File: config.mk
export PLATFORM = sky130hd
export DESIGN_NAME = casc_reload_timer
export DESIGN_NICKNAME = d
export VERILOG_FILES = /design/src/rtl/crt_pkg.sv /design/src/rtl/crt_down_ctr.sv /design/src/rtl/crt_evt_edge.sv /design/src/rtl/crt_nib_reader.sv /design/src/rtl/casc_reload_timer.sv
export SDC_FILE = /design/constraint.sdc
export NUM_CORES = 1
export LEC_CHECK = 0
export BUFFER_PORTS_ARGS = -buffer_cell sky130_fd_sc_hd__buf_2
export CORE_UTILIZATION = 55
export DETAILED_ROUTE_END_ITERATION = 7
export GPL_TIMING_DRIVEN = 0
export PLACE_DENSITY = 0.79
export SLEW_MARGIN = 5
export SYNTH_ARGS = -nofsm -noshare
export SYNTH_HDL_FRONTEND = slang
export SYNTH_SLANG_ARGS = --single-unit
File: constraint.sdc
create_clock -name clk -period 2.2 [get_ports clk]
set_input_delay 0.22 -clock clk [delete_from_list [all_inputs] [get_ports clk]]
set_output_delay 0.22 -clock clk [all_outputs]
set_load 0.1 [all_outputs]
File: src/rtl/crt_pkg.sv
package crt_pkg;
    localparam int CNT_W = 8;
    localparam int NIB_W = 4;

    typedef enum logic [1:0] {
        RD_NIB0 = 2'd0,
        RD_NIB1 = 2'd1,
        RD_NIB2 = 2'd2,
        RD_NIB3 = 2'd3
    } rd_state_t;
endpackage

File: src/rtl/crt_down_ctr.sv
module crt_down_ctr #(
    parameter int W = crt_pkg::CNT_W
) (
    input  logic         clk,
    input  logic         rst_n,
    input  logic         load_i,
    input  logic         run_i,
    input  logic         step_i,
    input  logic [W-1:0] reload_i,
    output logic [W-1:0] cnt_o,
    output logic         wrap_o
);
    logic [W-1:0] cnt_q;
    logic         at_zero;

    assign at_zero = (cnt_q == '0);
    assign wrap_o  = !load_i && run_i && step_i && at_zero;
    assign cnt_o   = cnt_q;

    always_ff @(posedge clk or negedge rst_n) begin
        if (!rst_n) begin
            cnt_q <= '0;
        end else if (load_i) begin
            cnt_q <= reload_i;
        end else if (run_i && step_i) begin
            if (at_zero) cnt_q <= reload_i;
            else         cnt_q <= cnt_q - 1'b1;
        end
    end

    // a load strobe forces the reload value
    a_r1_load_reload: assert property (@(posedge clk) disable iff (!rst_n)
        load_i |=> cnt_o == $past(reload_i));
    // a running step decrements a nonzero count
    a_r2_decrement: assert property (@(posedge clk) disable iff (!rst_n)
        (!load_i && run_i && step_i && cnt_o != '0) |=> cnt_o == $past(cnt_o) - 1'b1);
    // a stopped counter holds
    a_r2_hold_stopped: assert property (@(posedge clk) disable iff (!rst_n)
        (!load_i && !run_i) |=> $stable(cnt_o));
    // a step at zero reloads
    a_r3_wrap_reload: assert property (@(posedge clk) disable iff (!rst_n)
        wrap_o |=> cnt_o == $past(reload_i));
endmodule

File: src/rtl/crt_evt_edge.sv
module crt_evt_edge (
    input  logic clk,
    input  logic rst_n,
    input  logic evt_i,
    input  logic rise_sel_i,
    output logic edge_o
);
    logic prev_q;

    always_ff @(posedge clk or negedge rst_n) begin
        if (!rst_n) prev_q <= 1'b0;
        else        prev_q <= evt_i;
    end

    always_comb begin
        if (rise_sel_i) edge_o = evt_i && !prev_q;
        else            edge_o = !evt_i && prev_q;
    end
endmodule

File: src/rtl/crt_nib_reader.sv
module crt_nib_reader
    import crt_pkg::*;
#(
    parameter int W  = CNT_W,
    parameter int NW = NIB_W
) (
    input  logic          clk,
    input  logic          rst_n,
    input  logic          rd_en_i,
    input  logic [W-1:0]  lo_cnt_i,
    input  logic [W-1:0]  hi_cnt_i,
    output logic [NW-1:0] rd_data_o
);
    localparam int SNAP_W = 2 * W;

    rd_state_t        state_q, state_d;
    logic [SNAP_W-1:0] snap_q;
    logic [NW-1:0]     data_q;

    always_comb begin
        state_d = state_q;
        if (rd_en_i) begin
            unique case (state_q)
                RD_NIB0: state_d = RD_NIB1;
                RD_NIB1: state_d = RD_NIB2;
                RD_NIB2: state_d = RD_NIB3;
                RD_NIB3: state_d = RD_NIB0;
            endcase
        end
    end

    always_ff @(posedge clk or negedge rst_n) begin
        if (!rst_n) state_q <= RD_NIB0;
        else        state_q <= state_d;
    end

    always_ff @(posedge clk or negedge rst_n) begin
        if (!rst_n) begin
            snap_q <= '0;
            data_q <= '0;
        end else if (rd_en_i) begin
            unique case (state_q)
                RD_NIB0: begin
                    snap_q <= {hi_cnt_i, lo_cnt_i};
                    data_q <= lo_cnt_i[NW-1:0];
                end
                RD_NIB1: data_q <= snap_q[1*NW +: NW];
                RD_NIB2: data_q <= snap_q[2*NW +: NW];
                RD_NIB3: data_q <= snap_q[3*NW +: NW];
            endcase
        end
    end

    assign rd_data_o = data_q;

    // the first read returns the live low nibble
    a_r8_first_nibble: assert property (@(posedge clk) disable iff (!rst_n)
        (rd_en_i && state_q == RD_NIB0) |=> rd_data_o == $past(lo_cnt_i[NW-1:0]));
    // no strobe, no change
    a_r8_hold: assert property (@(posedge clk) disable iff (!rst_n)
        !rd_en_i |=> $stable(rd_data_o) && $stable(state_q));
    // the order starts again after the last nibble
    a_r8_order_restart: assert property (@(posedge clk) disable iff (!rst_n)
        (rd_en_i && state_q == RD_NIB3) |=> state_q == RD_NIB0);
endmodule

File: src/rtl/casc_reload_timer.sv
module casc_reload_timer
    import crt_pkg::*;
#(
    parameter int W  = CNT_W,
    parameter int NW = NIB_W
) (
    input  logic          clk,
    input  logic          rst_n,
    input  logic          cascade,
    input  logic          tick,
    input  logic          evt_in,
    input  logic          evt_mode,
    input  logic          evt_rise,
    input  logic          lo_run,
    input  logic          lo_load,
    input  logic [W-1:0]  lo_reload,
    input  logic          hi_tick,
    input  logic          hi_run,
    input  logic          hi_load,
    input  logic [W-1:0]  hi_reload,
    input  logic          rd_en,
    output logic [NW-1:0] rd_data,
    output logic          lo_irq,
    output logic          hi_irq,
    output logic          tout
);
    logic         evt_edge, lo_step, lo_wrap;
    logic         hi_step, hi_run_eff, hi_load_eff, hi_wrap;
    logic         active_uf;
    logic [W-1:0] lo_cnt, hi_cnt;
    logic         lo_irq_q, hi_irq_q, tout_q;

    crt_evt_edge u_edge (
        .clk        (clk),
        .rst_n      (rst_n),
        .evt_i      (evt_in),
        .rise_sel_i (evt_rise),
        .edge_o     (evt_edge)
    );

    assign lo_step = evt_mode ? evt_edge : tick;

    crt_down_ctr #(.W(W)) u_lo (
        .clk      (clk),
        .rst_n    (rst_n),
        .load_i   (lo_load),
        .run_i    (lo_run),
        .step_i   (lo_step),
        .reload_i (lo_reload),
        .cnt_o    (lo_cnt),
        .wrap_o   (lo_wrap)
    );

    always_comb begin
        if (cascade) begin
            hi_step     = lo_wrap;
            hi_run_eff  = lo_run;
            hi_load_eff = lo_load;
        end else begin
            hi_step     = hi_tick;
            hi_run_eff  = hi_run;
            hi_load_eff = hi_load;
        end
    end

    crt_down_ctr #(.W(W)) u_hi (
        .clk      (clk),
        .rst_n    (rst_n),
        .load_i   (hi_load_eff),
        .run_i    (hi_run_eff),
        .step_i   (hi_step),
        .reload_i (hi_reload),
        .cnt_o    (hi_cnt),
        .wrap_o   (hi_wrap)
    );

    assign active_uf = cascade ? hi_wrap : lo_wrap;

    always_ff @(posedge clk or negedge rst_n) begin
        if (!rst_n) begin
            lo_irq_q <= 1'b0;
            hi_irq_q <= 1'b0;
            tout_q   <= 1'b0;
        end else begin
            lo_irq_q <= active_uf;
            hi_irq_q <= !cascade && hi_wrap;
            tout_q   <= tout_q ^ active_uf;
        end
    end

    assign lo_irq = lo_irq_q;
    assign hi_irq = hi_irq_q;
    assign tout   = tout_q;

    crt_nib_reader #(.W(W), .NW(NW)) u_rd (
        .clk       (clk),
        .rst_n     (rst_n),
        .rd_en_i   (rd_en),
        .lo_cnt_i  (lo_cnt),
        .hi_cnt_i  (hi_cnt),
        .rd_data_o (rd_data)
    );

    // cascaded high byte moves only on a low wrap or a low load
    a_r5_hi_follows_lo: assert property (@(posedge clk) disable iff (!rst_n)
        (cascade && !lo_wrap && !lo_load) |=> $stable(hi_cnt));
    // no separate high interrupt while cascaded
    a_r6_no_hi_irq: assert property (@(posedge clk) disable iff (!rst_n)
        $past(cascade) |-> !hi_irq);
    // combined underflow reloads both bytes
    a_r6_both_reload: assert property (@(posedge clk) disable iff (!rst_n)
        (cascade && hi_wrap) |=> lo_cnt == $past(lo_reload) && hi_cnt == $past(hi_reload));
    // the square wave moves only with an underflow pulse
    a_r7_tout_with_irq: assert property (@(posedge clk) disable iff (!rst_n)
        (tout != $past(tout)) |-> lo_irq);
endmodule

==> metrics, run 1 <==
status finished, final reports clean; first-pass GRT wire length roughly 7.7 mm; gr ovfl total 0; Area growth, synth to finish 17.6%; Register Area ~950 um2; Setup crit start kind flip-flop; register area share after synthesis between 40% and 50%; n_diodes 0; crit end category flip-flop; Fin Setup TNS 0 ns; Slew @ Worst Pin around 0.84 ns; detailed-route via count about 1700; Fmax 491 MHz; internal power 1.68 mW; met1 wire length 1.92 mm; layout cell share with drive strength beyond 1 a little over a quarter; CP Class reg2reg; CTS Hold Bufs 0; Finished Layout Cells between 200 and 300; pwr dens 1160 nW/um2; Async S/R FF share, synth between 90% and 100%; Slew Viols, Final 0; average routed wire per standard cell 14.5 um; reg2reg setup slack roughly 0.17 ns; met3 WL ~230 um; Post-Place Worst Slack 0.0545 ns; number of global-route vias before repair between 1500 and 2000; clock sinks 38; IO Port Bufs 34; Worst Path Max Fanout 10; prevailing post-synth register cell dfrtp_1; post-route ant nets 0; Peak VDD IR approximately 0.62 mV; CTS buffer count 5; GRT Total Usage between 20% and 30%; fin crit share a little over 90%; Worst Path Required around 2.4 ns; commonest non-fill, non-tap cell in the layout dfrtp_1; area of the core 3440 um2; largest net degree at the start of global routing 39; Setup WS post-layout 0.165 ns; CTS clock-pin slew for the worst setup and hold paths around 0.080 ns; Syn Area/Cell around 9.9 um2; DR pass1 iterations 4; CTS tree done; Logic pwr share approximately 37%; drt drc 0; part of the power in registers just over 40%; synthesized area around 2000 um2; Yosys reg bits 38; dpl cells ~290; die width around 63 um; Clock power frac between 20% and 30%; initial antenna violation count 0; RSZ-0062 raised after global routing no; DR vias/cell ~6; Clock Latency Late Sink 0.30 ns; count of final hold-check violations 0; post-layout min period 2.03 ns; Max clock buf depth 2; sw frac between 30% and 40%; synth warn 0; gpl congestion 0.837; Mapped Nets around 250; Initial Utilization approximately three fifths; most frequent cells in the layout dfrtp_1 (38), buf_2 (35), o21ai_0 (17), nor2_1 (17), nand2_1 (16); Fill cells 277; htree depth 2; Ports 36; Highest Signal Layer met4; die area ~4000 um2; Max Cap Violations 0; Psw approximately 1.1 mW; DP HPWL between 3 and 4 mm; number of synthesized flops with an enable pin 0; Worst Hold Class in2async; Starting DRT DRC Count around 120; footprint of the multi-input gates 1040 um2; CTS root buf clkbuf_8; slew margin rel. between 40 and 50%; Finish-stage setup viols 0; Nets 286; Syn Inst Count 207; row cnt 21; DIE HEIGHT about 63 um; Fin Clk Skew a little under 0.007 ns; final core occ a little over two thirds; Lkg Pwr around 1.1 nW; CP Data Arrival Time roughly 2.2 ns; Met2 Wirelength just over 2 mm; Yosys cell types 46; Routed WL about 4.3 mm
==> critical path, stage by stage (launching register included) <==
cell and delay [ns]:
dfrtp_1 0.41, inv_1 0.14, ha_1 0.17, nor4b_4 0.29
a21o_1 0.17, o211ai_1 0.23, buf_4 0.27, a211oi_1 0.18
a21oi_1 0.06
==> cell families (layout without fill, tap and decap cells) <==
logic type,Yosys count,count (layout),synth area share [%]
AO/OA/AOI/OAI,70,70,21.6
AND/OR/NAND/NOR,61,61,16.2
flip-flops,38,38,46.5
buffers and inverters,16,57,3.25
multiplexers,12,12,6.55
adder cells (fa/ha/maj),9,9,5.51
XOR/XNOR,1,1,0.429
==> worst paths after layout <==
path / from / to / cells after the start
min reg2reg: tout / tout / 1
min: rst_n / u_lo.cnt_o[3] / 1
min in group clk: evt_in / u_edge.prev_q / 1
max: u_lo.cnt_o[1] / u_hi.cnt_o[1] / 8
max reg2reg: u_lo.cnt_o[1] / u_hi.cnt_o[1] / 8
max in group asynchronous: rst_n / u_hi.cnt_o[2] / 1
==> stage by stage <==
| step | power (mW) | hold WS [ns] | instance area, um2 |
|---|---|---|---|
| detailed placement | 2.17 | 0.354 | 2270 |
| CTS | 2.78 | 0.0438 | 2380 |
| floorplan | 1.91 | -0.0756 | 2040 |
| finish | 2.78 | 0.0199 | 2400 |
| global route | 3.00 | 0.0375 | 2400 |
| global placement | 2.13 | 0.350 | 2270 |
==> synth_stat cells, types with 2 or more instances <==
| library cell | count | area [um2] |
|---|---|---|
| o22ai_1 | 3 | 18.8 |
| dfrtp_1 | 38 | 951 |
| ha_1 | 9 | 113 |
| a21o_1 | 2 | 15.0 |
| buf_2 | 2 | 10.0 |
| mux2_2 | 11 | 124 |
| clkbuf_1 | 4 | 15.0 |
| o21ai_1 | 13 | 65.1 |
| nand2_1 | 16 | 60.1 |
| o21ai_0 | 17 | 85.1 |
| a222oi_1 | 4 | 40.0 |
| nor4_1 | 3 | 18.8 |
| a211oi_1 | 2 | 15.0 |
| and2_1 | 3 | 18.8 |
| nand3b_1 | 2 | 15.0 |
| nor2_1 | 17 | 63.8 |
| a21oi_1 | 15 | 75.1 |
| inv_1 | 9 | 33.8 |
| nor3_1 | 7 | 35.0 |
| a31oi_1 | 3 | 18.8 |
| o22a_1 | 2 | 17.5 |
==> repair_timing <==
item | 4_1_cts | 5_1_grt
setup endpoints to repair | 0 | 7
setup buffers | 0 | 0
resized for setup | 0 | 5
==> power by group through the flow <==
stage | Clock [mW] | Combinational [mW] | Sequential, mW
2_1_floorplan | 0 | 0.606 | 1.30
3_3_place_gp | 0 | 0.996 | 1.13
3_5_place_dp | 0 | 1.03 | 1.14
4_1_cts | 0.615 | 1.04 | 1.13
5_1_grt | 0.657 | 1.18 | 1.17
6_report | 0.608 | 1.04 | 1.13
==> sequential cells by signal, indices dropped and copies added, names as in the netlist <==
signal	flops
u_hi.cnt_o	8
u_lo.cnt_o	8
u_rd.snap_q	12
u_rd.rd_data_o	4
lo_irq	1
u_rd.state_q	2
hi_irq	1
u_edge.prev_q	1
tout	1
==> area by class of cell <==
cell class	instances	share of cell area (%)
Tap cell	46	2.40
Inverter	9	1.41
Timing Repair Buffer	34	7.08
Multi-Input combinational cell	153	43.4
Sequential cell	38	39.6
Clock buffer	6	3.44
Clock inverter	1	1.25
Buffer	7	1.46
==> metal layers <==
metal  up-vias  track usage (%)
li1        839                -
met1       851             32.7
met2        54             39.9
met3         4             7.12
met4         0             9.88
met5         -                0
Power figures use the tool's default switching activity.
==> run 2: changes to the inputs <==
--- a/config.mk
+++ b/config.mk
@@ -9,6 +9,7 @@
 export CORE_UTILIZATION = 55
 export DETAILED_ROUTE_END_ITERATION = 7
 export GPL_TIMING_DRIVEN = 0
+export MAX_ROUTING_LAYER = met4
 export PLACE_DENSITY = 0.79
 export SLEW_MARGIN = 5
 export SYNTH_ARGS = -nofsm -noshare
==> metrics, run 2 (synthesized netlist as in run 1, its figures left out) <==
Peak VDD IR 0.618 mV (-0.29%); Fill cells 277 (unchanged); RSZ-0062 raised after global routing no; Critical-path top delay cell dfrtp_1; Fmax 494 MHz (+0.43%); Max Cap Violations 0 (unchanged); number of global-route vias before repair 1713 (unchanged); clock sinks 38 (unchanged); DP HPWL 3.09 mm (unchanged); average routed wire per standard cell 14.6 um (+0.42%); pwr dens 1160 nW/um2 (about the same); htree depth 2 (unchanged); DIE HEIGHT 63.0 um (unchanged); count of final hold-check violations 0 (unchanged); Initial Utilization 59.4% (unchanged); Lkg Pwr 1.09 nW (unchanged); overall power 2.78 mW (about the same); Worst Path Required 2.38 ns (about the same); DR vias/cell 5.89 (-0.92%); CTS tree done; Area growth, synth to finish 17.6% (unchanged); Ports 36 (unchanged); n_diodes 0 (unchanged); status finished, final reports clean; gpl congestion 0.850 (+1.6%); DR pass1 iterations 4 (unchanged); Fin Clk Skew 0.00713 ns (+0.000318 ns); GRT Total Usage 26.0% (+0.73 points); slew margin rel. 44.6% (+0.51 points); cts repair resizes 0 (unchanged); Worst Path Max Fanout 10 (unchanged); crit end category flip-flop; largest net degree at the start of global routing 39 (unchanged); Setup crit start kind flip-flop; initial antenna violation count 0 (unchanged); post-CTS setup repair buffer count 0 (unchanged); CP top delay family compound AO/OA/AOI/OAI gates; layout cell share with drive strength beyond 1 26.6% (unchanged); Setup WS post-layout 0.174 ns (+0.00880 ns); die area 3960 um2 (unchanged); CP Data Arrival Time 2.20 ns (about the same); die width 63.0 um (unchanged); Slew @ Worst Pin 0.831 ns (-0.00773 ns); Clock Latency Late Sink 0.30 ns (about the same); Max clock buf depth 2 (unchanged); most frequent cells in the layout dfrtp_1 (38), buf_2 (35), o21ai_0 (17), nor2_1 (17), nand2_1 (16); Slew Viols, Final 0 (unchanged); post-layout min period 2.03 ns (-0.00880 ns); Largest Register u_rd.snap_q; hold_ws 0.0165 ns (-0.00340 ns); CTS root buf clkbuf_8; fin crit share 92.1% (-0.40 points); Buf/Inv on CP 2 (unchanged); Critical Path, Cell by Cell inv_1 -> ha_1 -> nor4b_4 -> a21o_1 -> o211ai_1 -> buf_4 -> a211oi_1 -> a21oi_1; CTS buffer count 5 (unchanged); Starting DRT DRC Count 115 (-3.4%); CP Class reg2reg; final core occ 69.8% (unchanged); Post-Place Worst Slack 0.0545 ns (unchanged); reg2reg setup slack 0.17 ns (about the same); flip-flop count of the largest register after layout 12 (unchanged); Nets 286 (unchanged); CTS Hold Bufs 0 (unchanged); max incr delay on CP 0.41 ns (about the same); row cnt 21 (unchanged); post-route ant nets 0 (unchanged); commonest non-fill, non-tap cell in the layout dfrtp_1; gr ovfl total 0 (unchanged); Routed WL 4.29 mm (+0.42%); drt drc 0 (unchanged); Finish-stage setup viols 0 (unchanged); area of the core 3440 um2 (unchanged); IO Port Bufs 34 (unchanged); Fin Setup TNS 0 ns (unchanged); CTS clock-pin slew for the worst setup and hold paths 0.08 ns (about the same); Worst Hold Class in2async; detailed-route via count 1732 (-0.92%); first-pass GRT wire length 7.71 mm (unchanged)
==> run 2: where the power goes <==
group / internal, mW / switching (mW) / leakage [nW]
Clock: 0.363 / 0.244 / 0.0573
Sequential: 0.930 / 0.202 / 0.469
Combinational: 0.386 / 0.657 / 0.564
==> run 2: area by class of cell <==
cell class                 instances  area (um2)  area share (%)
timing repair buffer              34         170            7.08
clock inverter                     1        30.0            1.25
clock buffer                       6        82.6            3.44
tap                               46        57.6            2.40
inverter                           9        33.8            1.41
multi-input combinational        153        1040            43.4
buffer                             7        35.0            1.46
sequential                        38         951            39.6
==> run 2: worst reg2reg max path, delay by kind of cell (launching register included) <==
kind / cells / cell delay, ns
buffers and inverters: 2 / 0.41
adder cells (fa/ha/maj): 1 / 0.17
AND/OR/NAND/NOR: 1 / 0.29
flip-flops: 1 / 0.41
AO/OA/AOI/OAI: 4 / 0.63
==> run 2: metrics by stage <==
stage / std cells / instance area [um2]
floorplan: 207 / 2040
global placement: 287 / 2270
detailed placement: 287 / 2270
CTS: 294 / 2380
global route: 294 / 2400
finish: 294 / 2400
==> run 2: routing by layer <==
metal	up-vias	global-route usage (%)	wire, um
met1	836	32.5	1960
met2	52	40.1	2070
met3	4	7.12	202
met5	-	-	0
met4	0	9.88	57
li1	840	-	-
==> run 2: worst paths after layout <==
kind	startpoint	endpoint	depth (start not counted)
min	rst_n	u_lo.cnt_o[3]	1
max reg2reg	u_lo.cnt_o[1]	u_hi.cnt_o[1]	8
max in group asynchronous	rst_n	u_hi.cnt_o[3]	1
max	u_lo.cnt_o[1]	u_hi.cnt_o[1]	8
min reg2reg	tout	tout	1
min in group clk	evt_in	u_edge.prev_q	1
